File: config.mk
export PLATFORM = sky130hd
export DESIGN_NAME = wpat_gen
export DESIGN_NICKNAME = d
export VERILOG_FILES = /design/src/rtl/wpat_pkg.sv /design/src/rtl/wpat_seq.sv /design/src/rtl/wpat_fill.sv /design/src/rtl/wpat_gen.sv
export SDC_FILE = /design/constraint.sdc
export NUM_CORES = 1
export LEC_CHECK = 0
export BUFFER_PORTS_ARGS = -buffer_cell sky130_fd_sc_hd__clkbuf_2
export CELL_PAD_IN_SITES_DETAIL_PLACEMENT = 0
export CELL_PAD_IN_SITES_GLOBAL_PLACEMENT = 1
export CORE_MARGIN = 2
export CORE_UTILIZATION = 45
export CTS_BUF_LIST = sky130_fd_sc_hd__clkbuf_16
export DETAILED_ROUTE_END_ITERATION = 10
export PLACE_DENSITY_LB_ADDON = 0.1
export SYNTH_ARGS = -nofsm -noshare
export SYNTH_HDL_FRONTEND = slang
export SYNTH_SLANG_ARGS = --single-unit
File: constraint.sdc
create_clock -name clk -period 5.9 [get_ports clk]
set_clock_uncertainty 0.1 [all_clocks]
set_input_delay 0.295 -clock clk [delete_from_list [all_inputs] [get_ports clk]]
set_output_delay 0.295 -clock clk [all_outputs]
set_load 0.1 [all_outputs]
File: src/rtl/wpat_pkg.sv
package wpat_pkg;

    typedef enum logic [2:0] {
        FILL_CONST = 3'd0,
        FILL_RAND  = 3'd1,
        FILL_SRC   = 3'd2,
        FILL_ADDR  = 3'd3,
        FILL_WALK1 = 3'd4,
        FILL_WALK0 = 3'd5
    } fill_mode_e;

    typedef enum logic [1:0] {
        SEQ_IDLE = 2'd0,
        SEQ_BEAT = 2'd1,
        SEQ_GAP  = 2'd2
    } seq_state_e;

    localparam int          PRNG_W        = 32;
    localparam logic [31:0] PRNG_TAPS     = 32'hA300_0000;
    localparam logic [31:0] PRNG_ALT_SEED = 32'h0000_0001;

    function automatic logic [PRNG_W-1:0] prng_next(input logic [PRNG_W-1:0] s);
        return (s >> 1) ^ (s[0] ? PRNG_TAPS : '0);
    endfunction

    function automatic logic [PRNG_W-1:0] prng_seed(input logic [PRNG_W-1:0] v);
        return (v == '0) ? PRNG_ALT_SEED : v;
    endfunction

endpackage

File: src/rtl/wpat_seq.sv
module wpat_seq
    import wpat_pkg::*;
#(
    parameter int ADDR_W = 32,
    parameter int LEN_W  = 8,
    parameter int SIZE_W = 3,
    parameter int GAP_W  = 8,
    parameter int VAL_W  = 64
) (
    input  logic              clk,
    input  logic              rst,
    input  logic              cmd_valid,
    output logic              cmd_ready,
    input  logic [ADDR_W-1:0] cmd_addr,
    input  logic [LEN_W-1:0]  cmd_len,
    input  logic [SIZE_W-1:0] cmd_size,
    input  logic [2:0]        cmd_mode,
    input  logic [VAL_W-1:0]  cmd_value,
    input  logic [GAP_W-1:0]  cmd_gap,
    input  logic              wready,
    output logic              wvalid,
    output logic              wlast,
    output logic              beat_fire,
    output logic [ADDR_W-1:0] beat_addr,
    output fill_mode_e        cur_mode,
    output logic [VAL_W-1:0]  cur_value,
    output logic [GAP_W-1:0]  cur_gap
);

    seq_state_e        state_q;
    logic [LEN_W-1:0]  beat_q;
    logic [LEN_W-1:0]  len_q;
    logic [SIZE_W-1:0] size_q;
    logic [GAP_W-1:0]  gap_q;
    logic [GAP_W-1:0]  gap_cnt_q;
    logic [ADDR_W-1:0] addr_q;
    fill_mode_e        mode_q;
    logic [VAL_W-1:0]  value_q;
    logic [ADDR_W-1:0] step;

    assign cmd_ready = (state_q == SEQ_IDLE);
    assign wvalid    = (state_q == SEQ_BEAT);
    assign wlast     = wvalid && (beat_q == len_q);
    assign beat_fire = wvalid && wready;
    assign beat_addr = addr_q;
    assign cur_mode  = mode_q;
    assign cur_value = value_q;
    assign cur_gap   = gap_q;
    assign step      = ADDR_W'(1) << size_q;

    always_ff @(posedge clk) begin
        if (rst) begin
            state_q   <= SEQ_IDLE;
            beat_q    <= '0;
            len_q     <= '0;
            size_q    <= '0;
            gap_q     <= '0;
            gap_cnt_q <= '0;
            addr_q    <= '0;
            mode_q    <= FILL_CONST;
            value_q   <= '0;
        end else begin
            case (state_q)
                SEQ_IDLE: begin
                    if (cmd_valid) begin
                        beat_q  <= '0;
                        len_q   <= cmd_len;
                        size_q  <= cmd_size;
                        gap_q   <= cmd_gap;
                        addr_q  <= cmd_addr;
                        mode_q  <= fill_mode_e'(cmd_mode);
                        value_q <= cmd_value;
                        state_q <= SEQ_BEAT;
                    end
                end
                SEQ_BEAT: begin
                    if (wready) begin
                        if (beat_q == len_q) begin
                            state_q <= SEQ_IDLE;
                        end else begin
                            beat_q <= beat_q + 1'b1;
                            addr_q <= addr_q + step;
                            if (gap_q != '0) begin
                                gap_cnt_q <= gap_q - 1'b1;
                                state_q   <= SEQ_GAP;
                            end
                        end
                    end
                end
                SEQ_GAP: begin
                    if (gap_cnt_q == '0) state_q <= SEQ_BEAT;
                    else                 gap_cnt_q <= gap_cnt_q - 1'b1;
                end
                default: state_q <= SEQ_IDLE;
            endcase
        end
    end

endmodule

File: src/rtl/wpat_fill.sv
module wpat_fill
    import wpat_pkg::*;
#(
    parameter int          DATA_W = 64,
    parameter int          ADDR_W = 32,
    parameter logic [31:0] SRC_ID = 32'h0000_005A
) (
    input  logic              clk,
    input  logic              rst,
    input  logic [DATA_W-1:0] seed_src,
    input  logic              beat_fire,
    input  fill_mode_e        mode,
    input  logic [DATA_W-1:0] value,
    input  logic [ADDR_W-1:0] beat_addr,
    output logic [DATA_W-1:0] wdata
);

    localparam int POS_W = (DATA_W > 1) ? $clog2(DATA_W) : 1;
    localparam int REP   = (DATA_W + PRNG_W - 1) / PRNG_W;

    logic [PRNG_W-1:0] lfsr_q;
    logic [POS_W-1:0]  pos_q;
    logic [DATA_W-1:0] rnd_word;
    logic [DATA_W-1:0] walk_mask;

    always_ff @(posedge clk) begin
        if (rst) begin
            lfsr_q <= prng_seed(PRNG_W'(seed_src));
            pos_q  <= '0;
        end else if (beat_fire) begin
            lfsr_q <= prng_next(lfsr_q);
            pos_q  <= (pos_q == POS_W'(DATA_W - 1)) ? '0 : pos_q + 1'b1;
        end
    end

    generate
        if (DATA_W <= PRNG_W) begin : g_narrow
            assign rnd_word = lfsr_q[DATA_W-1:0];
        end else begin : g_wide
            logic [REP*PRNG_W-1:0] rep_word;
            assign rep_word = {REP{lfsr_q}};
            assign rnd_word = rep_word[DATA_W-1:0];
        end
    endgenerate

    assign walk_mask = DATA_W'(1) << pos_q;

    always_comb begin
        case (mode)
            FILL_RAND:  wdata = rnd_word;
            FILL_SRC:   wdata = DATA_W'(SRC_ID);
            FILL_ADDR:  wdata = DATA_W'(beat_addr);
            FILL_WALK1: wdata = walk_mask;
            FILL_WALK0: wdata = ~walk_mask;
            default:    wdata = value;
        endcase
    end

endmodule

File: src/rtl/wpat_gen.sv
module wpat_gen
    import wpat_pkg::*;
#(
    parameter int          DATA_W = 64,
    parameter int          ADDR_W = 32,
    parameter int          LEN_W  = 8,
    parameter int          SIZE_W = 3,
    parameter int          GAP_W  = 8,
    parameter logic [31:0] SRC_ID = 32'h0000_005A
) (
    input  logic                clk,
    input  logic                rst,
    input  logic                cmd_valid,
    output logic                cmd_ready,
    input  logic [ADDR_W-1:0]   cmd_addr,
    input  logic [LEN_W-1:0]    cmd_len,
    input  logic [SIZE_W-1:0]   cmd_size,
    input  logic [2:0]          cfg_mode,
    input  logic [DATA_W-1:0]   cfg_value,
    input  logic [GAP_W-1:0]    cfg_gap,
    output logic                wvalid,
    input  logic                wready,
    output logic [DATA_W-1:0]   wdata,
    output logic [DATA_W/8-1:0] wstrb,
    output logic                wlast
);

    logic              beat_fire;
    logic [ADDR_W-1:0] beat_addr;
    fill_mode_e        act_mode;
    logic [DATA_W-1:0] act_value;
    logic [GAP_W-1:0]  act_gap;

    wpat_seq #(
        .ADDR_W(ADDR_W), .LEN_W(LEN_W), .SIZE_W(SIZE_W),
        .GAP_W(GAP_W), .VAL_W(DATA_W)
    ) u_seq (
        .clk       (clk),
        .rst       (rst),
        .cmd_valid (cmd_valid),
        .cmd_ready (cmd_ready),
        .cmd_addr  (cmd_addr),
        .cmd_len   (cmd_len),
        .cmd_size  (cmd_size),
        .cmd_mode  (cfg_mode),
        .cmd_value (cfg_value),
        .cmd_gap   (cfg_gap),
        .wready    (wready),
        .wvalid    (wvalid),
        .wlast     (wlast),
        .beat_fire (beat_fire),
        .beat_addr (beat_addr),
        .cur_mode  (act_mode),
        .cur_value (act_value),
        .cur_gap   (act_gap)
    );

    wpat_fill #(
        .DATA_W(DATA_W), .ADDR_W(ADDR_W), .SRC_ID(SRC_ID)
    ) u_fill (
        .clk       (clk),
        .rst       (rst),
        .seed_src  (cfg_value),
        .beat_fire (beat_fire),
        .mode      (act_mode),
        .value     (act_value),
        .beat_addr (beat_addr),
        .wdata     (wdata)
    );

    assign wstrb = '1;

endmodule

# --- Word-level counts from Yosys, hierarchy flattened ---
# Cells that the tools add are included.
totals:
  regBits: 174
  output_inout_bits: 75
op_classes:
  add_sub_neg: 5
  n_eq_ne: 16
  n_shift: 2
  muxes: 25
  bitwise_logic: 2
  n_reduce_logical: 13
op_table:
  columns: ["cell", "count"]
  rows:
  - ["$pmux 64 s5", 1]
  - ["$mux 32", 7]
  - ["$not 64->64", 1]
  - ["$pmux 32 s2", 1]
  - ["$shl 1x6->64 const A", 1]
  - ["$mux 8", 7]
  - ["$add 32x32->32", 1]
  - ["$logic_not 32->1", 1]
  - ["$pmux 8 s2", 2]
  - ["$shl 1x3->32 const A", 1]
  - ["$xor 31x32->32", 1]
  - ["$sub 8x1->8 const B", 2]
  - ["$mux 2", 5]
  - ["$ne 2x2->1 const B", 5]
  - ["$add 8x1->8 const B", 1]
  - ["$eq 8x8->1", 1]
  - ["$logic_not 8->1", 1]
  - ["$reduce_and 4->1", 2]
  - ["$reduce_bool 8->1", 1]
  - ["$add 6x1->6 const B", 1]
  - ["$eq 3x2->1 const B", 2]
  - ["$eq 3x3->1 const B", 2]
  - ["$eq 6x6->1 const B", 1]
  - ["$mux 6", 1]
  - ["11 further kinds", 14]

# --- Depth between registers and ports, before layout ---
# Gate-level depths: netlist of run 1.
logic_depth:
  ltp_word: 5
  ltp_mapped: 11
  mapped_depth_nobuf: 9

# --- Modules after synthesis ---
# A second synthesis of run 1 with hierarchy kept.
hier_totals:
  hier_cells: 1530
  hier_area_um2: 11639.9
by_module_without_submodules:
  columns: ["mod", "n_inst", "cells_each", "area_each_um2", "seq_area_each_um2"]
  rows:
  - ["wpat_seq", 1, 843, 6426.2, 2722.6]
  - ["wpat_fill", 1, 678, 5149.9, 1081.0]
  - ["wpat_gen", 1, 9, 63.8, 0.0]

# --- Worst setup path after synthesis of run 1 ---
# OpenSTA, ideal clock, no wires.
synth_path:
  kind: "register to register"
  from: "reg u_seq.beat_q[0]"
  to: "reg u_seq.beat_q[7]"
  setup_ns: 0.119
  t_arrival_ns: 3.614
  required_time_ns: 5.681
  setup_slack_ns: 2.067
  stages_incl_launch_ff: 7
  period_less_slack_ns: 3.833
  path_cell_list: "dfxtp_1 > xnor2_1 > nand4_1 > nor3_1 > nor4_1 > xnor2_1 > nor2_1"
synth_via:
  elab_chain_cells: 4
  word_cells_on_any_way: 7
  classes_between: "add/sub: 1; eq/ne: 2; mux: 3; reduce/logical: 1"
synth_lines:
  columns: ["element", "line_no", "rtl"]
  rows:
  - ["start: declaration", "wpat_seq.sv:31", "logic [LEN_W-1:0] beat_q;"]
  - ["start signal: assignment", "wpat_seq.sv:81", "beat_q <= beat_q + 1'b1;"]
  - ["$add 8x1->8", "wpat_seq.sv:81", null]
  - ["$mux 8", "wpat_seq.sv:78", "if (beat_q == len_q) begin"]
  - ["$mux 8", "wpat_seq.sv:77", "if (wready) begin"]
  - ["$pmux 8 s2", "wpat_seq.sv:63", "case (state_q)"]
# Parallel ways exist; a longest one is shown, timed or not. The select of a mux whose other input is x is not followed.
# A chain may end at the register's enable or synchronous reset.

# --- Worst setup path after layout of run 1 ---
layout_path:
  from: "reg u_seq.mode_q[2] (netlist: u_seq.cur_mode[2])"
  to: "out wdata[6]"
layout_via:
  elab_chain_cells: 2
  word_cells_on_any_way: 6
  classes_between: "eq/ne: 5; mux: 1"
layout_lines:
  columns: ["element", "line_no", "rtl"]
  rows:
  - ["start: declaration", "wpat_seq.sv:37", "fill_mode_e mode_q;"]
  - ["start signal: assignment", "wpat_seq.sv:71", "mode_q <= fill_mode_e'(cmd_mode);"]
  - ["$eq 3x3->1 (tied with other cells)", "wpat_fill.sv:49", "case (mode)"]
  - ["$pmux 64 s5 (*)", "wpat_fill.sv:49", null]
  - ["end: declaration", "wpat_gen.sv:23", "output logic [DATA_W-1:0] wdata,"]
# Every way passes the cells marked *; elsewhere a longest branch is shown, timed or not.

==> metrics, run 1 <==
status=completed; Area Overhead vs Synth=18.1%; ant diodes=0; I/O pins=197; first-pass GRT wire length=60,500 um; Yosys top cell area share=24.9%; final WL=38,700 um; Worst-Skew Late Latency=0.44 ns; DR vias=11.6k; CP Launch Type=flip-flop; most common cell after layout, fill and taps aside=nand2_1; initial antenna violation count=0; clk sinks=174; fin cells=2,033; Peak Freq=278 MHz; Hold Vio Cnt, Final=0; unrepaired setup endpoints after global routing=false; largest fanout on the critical path=73; port buffer count=188; largest cells by area after synthesis=dfxtp_1, a21oi_1, nand2_1, edfxtp_1, nor2_1; die area=26,600 um2; post_cts resized=0; fin area=13,500 um2; clk buf depth=2; Tightest Pin Transition=1.08 ns; Ys Warns=0; CP max-delay cell=dfxtp_4; core area=25,000 um2; Crit path largest cell delay=0.81 ns; Mean Syn Cell Area=7.40 um2; footprint of the multi-input gates=6980 um2; Slew Limit Fails=0; pin count of the biggest net entering global routing=90; total power draw=4.80 mW; Routed Antenna Nets=0; # DRC=0; RD Place Congestion=0.927; Detail Placement HPWL=26,600 um; clock edge transition at the registers on the reported setup and hold paths=0.07 ns; Max-slew headroom=28.3%; Worst Hold Launch=cfg_value[32]; Die Wd=163 um; Worst setup startpoint=u_seq.cur_mode[2]; Setup Viol. Count Final=0; crit-path leading delay family=buffers and inverters; NumNets Final=1,829; Root Buffer=clkbuf_16; post-synthesis async set-or-reset flop share=0%; H-tree level count=4; placed instance area=12,400 um2; crit path kind=flip-flop to primary output; most frequent cells in the layout=nand2_1, a21oi_1, clkbuf_2; WL/cell=19.0 um; Seq cells post-synth=174; Leak=5.24 nW; Vert. Die Dim=163 um; via/cell ratio=5.71; CTS Hold Bufs=53; layout cells sized above 1=16.6%; Std-Cell Rows=58; sequential-to-total area share from yosys stat=33.3%; CP bufs+invs=2; Syn Inst Count=1,541; Syn Std Cell Area=11,400 um2; Synth area leader=dfxtp_1; CTS tree=built; placed insts=1,948; TritonRoute pass-1 iters=5; grt total ovfl=0; initial DRC count=932; Setup crit end kind=primary output; Register Area=3810 um2; maxcap violations=0; fillers=2,514; Req. time, crit path=5.51 ns; HP Class=input pin to flip-flop; Setup TNS=0 ns; Post-synth EDFFs=32; Post-CTS Setup Inserts=0; Max IR drop VDD=0.251 mV; PwrDens=356 nW/um2; TritonCTS buffer count=17; r2r startpoint=u_seq.state_q[1]; vias in the first global route=10.7k; minimum clock period=3.59 ns; Synth cell types=76; GRT Total Usage=28.9%; CP Cell Sequence=buf_4 > nand2b_1 > o22ai_1 > a221o_1 > o21ai_0 > clkbuf_2; fin crit share=60.9%; Arr. time, crit path=3.20 ns; Primary FF master, synth=dfxtp_1; Initial Util=45.6%
==> Yosys cell counts (22+ instances only) <==
| master | instances |
|---|---|
| nand4_1 | 22 |
| edfxtp_1 | 32 |
| clkbuf_1 | 87 |
| inv_1 | 26 |
| mux2_2 | 32 |
| xor2_1 | 44 |
| xnor2_1 | 44 |
| a21oi_1 | 233 |
| nand3_1 | 36 |
| mux2i_1 | 39 |
| nand2_1 | 305 |
| o21ai_0 | 67 |
| o22ai_1 | 26 |
| nor2_1 | 129 |
| dfxtp_1 | 142 |
==> stage by stage <==
step	hold slack (ns)	setup slack, ns	util (%)
after floorplan	0.331	2.07	-
after global placement	0.356	2.70	49.4
after detailed placement	0.362	2.62	49.4
after CTS	0.00309	2.27	53.8
after global routing	0.0279	2.14	53.8
final	0.00678	2.31	53.8
==> cell families (layout without fill, tap and decap cells) <==
group,after synthesis,count (layout),share of synthesized area (%)
other cells,1,8,0.0329
flops,174,174,33.3
fa+ha+maj,17,17,1.93
buf+inv,160,315,5.80
simple gates,594,594,23.0
mux,72,72,6.68
xor+xnor,88,88,6.75
compound gates,435,435,22.5
==> layout make-up <==
type                            count  area share (%)
Multi-Input combinational cell   1214            51.8
Clock buffer                       17            3.16
Clock inverter                     15            1.16
Timing Repair Buffer              254            11.8
Tap cell                          330            3.06
Sequential cell                   174            28.3
Inverter                           29           0.817
==> worst reg2reg max path, stage by stage (launching register included) <==
cell,delay [ns]
dfxtp_1,0.45
nand2b_1,0.14
buf_4,0.38
clkinv_2,0.66
nor2_4,0.84
buf_12,0.39
nand2_1,0.15
a21oi_1,0.14
==> registers in the layout (all words and copies together), names as in the netlist, 6 cells and up <==
| signal | count |
|---|---|
| u_fill.lfsr_q | 32 |
| u_fill.pos_q | 6 |
| u_seq.beat_addr | 32 |
| u_seq.beat_q | 8 |
| u_seq.cur_gap | 8 |
| u_seq.cur_value | 64 |
| u_seq.gap_cnt_q | 8 |
| u_seq.len_q | 8 |
==> report_power, final <==
| part | internal (mW) | total [mW] | leakage (nW) | switching, mW |
|---|---|---|---|---|
| Combinational | 0.501 | 2.08 | 3.47 | 1.58 |
| Sequential | 1.36 | 1.55 | 1.48 | 0.187 |
| Clock | 0.631 | 1.17 | 0.293 | 0.540 |
==> worst paths after layout <==
path                              end  slack [ns]  cells after the start
setup / recovery             wdata[6]        2.31                      6
hold / removal    u_seq.cur_value[32]       0.007                      3
setup reg to reg  u_seq.cur_value[24]        2.60                      7
hold reg to reg        u_seq.len_q[0]        0.37                      2
==> layer usage <==
metal,track usage (%),vias to the layer above,share of wire (%)
li1,-,5694,-
met1,39.9,5434,45
met2,46.9,433,47
met3,3.83,50,6.2
met4,8.49,0,2.3
met5,0,-,0
Power figures use the tool's default switching activity.
==> run 2: changes to the inputs <==
--- a/config.mk
+++ b/config.mk
@@ -9,7 +9,7 @@
 export CELL_PAD_IN_SITES_DETAIL_PLACEMENT = 0
 export CELL_PAD_IN_SITES_GLOBAL_PLACEMENT = 1
 export CORE_MARGIN = 2
-export CORE_UTILIZATION = 45
+export CORE_UTILIZATION = 41
 export CTS_BUF_LIST = sky130_fd_sc_hd__clkbuf_16
 export DETAILED_ROUTE_END_ITERATION = 10
 export PLACE_DENSITY_LB_ADDON = 0.1
==> constraint.sdc (replaced) <==
create_clock -name clk -period 3.5 [get_ports clk]
set_clock_uncertainty 0.1 [all_clocks]
set_input_delay 0.175 -clock clk [delete_from_list [all_inputs] [get_ports clk]]
set_output_delay 0.175 -clock clk [all_outputs]
set_load 0.1 [all_outputs]
==> metrics, run 2 (synthesis gave the netlist of run 1 again) <==
pin count of the biggest net entering global routing=168 (+87%); Worst-Skew Late Latency=0.45 ns (about the same); Req. time, crit path=3.22 ns (-2.29 ns); Die Wd=171 um (+4.6%); fin cells=2,145 (+5.5%); initial antenna violation count=0 (unchanged); Gate power share=46.7% (+3.4 points); DR vias=11.8k (+1.8%); TritonRoute pass-1 iters=7 (+2); HP Class=input pin to flip-flop; GRT Total Usage=27.7% (-1.1 points); most common cell after layout, fill and taps aside=nand2_1; H-tree level count=4 (unchanged); Vert. Die Dim=171 um (+4.6%); M3 GR Usage=3.24% (-0.60 points); Clock Power Share=22.7% (-1.7 points); footprint of the multi-input gates=6980 um2 (about the same); Detail Placement HPWL=28,300 um (+6.4%); final WL=40,900 um (+5.7%); GR Layer Usage met2=45.7% (-1.2 points); Max IR drop VDD=0.392 mV (+56%); # DRC=0 (unchanged); PwrDens=583 nW/um2 (+63%); clk buf depth=2 (unchanged); cell internal pwr=4.49 mW (+80%); most frequent cells in the layout=nand2_1, a21oi_1, clkbuf_2; Setup crit end kind=primary output; unrepaired setup endpoints after global routing=false; initial DRC count=934 (+0.21%); Setup Viol. Count Final=0 (unchanged); Initial Util=41.3% (-4.3 points); GRT busiest layer=met2; Tightest Pin Transition=0.844 ns (-0.232 ns); port buffer count=188 (unchanged); post_cts resized=0 (unchanged); Seq pwr share=30.7% (-1.6 points); clock edge transition at the registers on the reported setup and hold paths=0.07 ns (about the same); CP bufs+invs=1 (-1); Slew Limit Fails=0 (unchanged); Psw=4.05 mW (+75%); met1 usage=38.3% (-1.6 points); total power draw=8.53 mW (+78%); layout cells sized above 1=16.5% (-0.090 points); WL/cell=19.1 um (+0.20%); fin crit share=92.5%; Hold Vio Cnt, Final=0 (unchanged); CTS Hold Bufs=109 (+110%); ant diodes=0 (unchanged); Arr. time, crit path=2.96 ns (-0.24 ns); status=completed; via/cell ratio=5.51 (-3.5%); maxcap violations=0 (unchanged); Peak Freq=309 MHz; Post-CTS Setup Inserts=0 (unchanged); max reg flops=64 (unchanged); crit path kind=flip-flop to primary output; core area=27,600 um2 (+10%); Sw Ratio=47.4% (-0.64 points); placed insts=2,004 (+2.9%); RD Place Congestion=0.838 (-9.6%); grt total ovfl=0 (unchanged); crit-path leading delay family=simple AND/OR/NAND/NOR gates; die area=29,200 um2 (+9.5%); vias in the first global route=10.9k (+1.7%); I/O pins=197 (unchanged); Max-slew headroom=43.7% (+15 points); Routed Antenna Nets=0 (unchanged); Register Area=3810 um2 (unchanged); CP max-delay cell=dfxtp_1; Root Buffer=clkbuf_16; Leak=5.67 nW (+8.2%); Area Overhead vs Synth=28.4%; Finished Core Util=53.0% (-0.82 points); CP Launch Type=flip-flop; clk sinks=174 (unchanged); Std-Cell Rows=61 (+5.2%); CTS tree=built; largest fanout on the critical path=15 (-79%); fillers=2,778 (+11%); first-pass GRT wire length=62,800 um (+3.7%); CP Cell Sequence=ha_1 > nand2b_1 > or3_1 > nand3_1 > o21ai_0 > a21oi_1 > buf_12; minimum clock period=3.24 ns; Crit path largest cell delay=0.65 ns (-0.16 ns); NumNets Final=1,893 (+3.5%); TritonCTS buffer count=17 (unchanged)
-- run 2: cell types whose count changed in the layout (fill, tap and decap cells not counted), moves of 2 or more --
cell and change:
dlygate4sd3_1 +56, bufinv_16 -2, inv_1 -2, buf_4 +4, inv_8 +3, o21ai_1 +32, buf_12 +34, clkbuf_2 -30
o21ai_0 -32
-- run 2: cell type report --
cell class	instances	share of cell area, %
timing repair buffer	318	18.5
clock buffer	18	3.08
clock inverter	14	0.794
sequential	174	26.0
inverter	29	0.752
multi-input combinational	1214	47.7
tap	378	3.23
-- run 2: worst paths after layout --
| check | endpoint | slack, ns | cells past startpoint | startpoint |
|---|---|---|---|---|
| setup / recovery | wdata[7] | 0.26 | 7 | u_fill.pos_q[2] |
| hold / removal | u_seq.size_q[0] | 0.009 | 3 | cmd_size[0] |
| setup reg to reg | u_seq.beat_addr[30] | 0.61 | 8 | u_seq.size_q[0] |
| hold reg to reg | u_seq.len_q[2] | 0.37 | 2 | u_seq.len_q[2] |
-- run 2: power groups by stage --
| stage | Combinational [mW] | Sequential, mW | Clock (mW) |
|---|---|---|---|
| after floorplan | 2.85 | 2.50 | 0 |
| after global placement | 3.86 | 2.66 | 0 |
| after detailed placement | 3.88 | 2.66 | 0 |
| after CTS | 3.99 | 2.61 | 1.96 |
| after global routing | 4.23 | 2.65 | 2.03 |
| final | 3.98 | 2.62 | 1.93 |
-- run 2: per-stage QoR --
step	hold slack [ns]	TNS [ns]	setup slack, ns	cell area (um2)
2_1_floorplan	0.211	-0.392	-0.131	11400
5_1_grt	0.00210	0	0.172	14600
4_1_cts	0.0212	0	0.361	14600
3_5_place_dp	0.304	0	0.652	13000
3_3_place_gp	0.297	0	0.696	13000
6_report	0.00941	0	0.261	14600
-- run 2: worst min-delay path: cells and delay by family --
kind	cells	cell delay, ns
compound gates	1	0.09
buf+inv	1	0.08
simple gates	1	0.14
-- run 2: layer usage --
layer / share of wire [%] / wire (um) / vias up
met2: 47 / 19200 / 365
met5: 0 / 0 / -
met1: 46 / 18900 / 5572
met3: 4.8 / 1950 / 46
li1: - / - / 5837
met4: 2.3 / 937 / 0
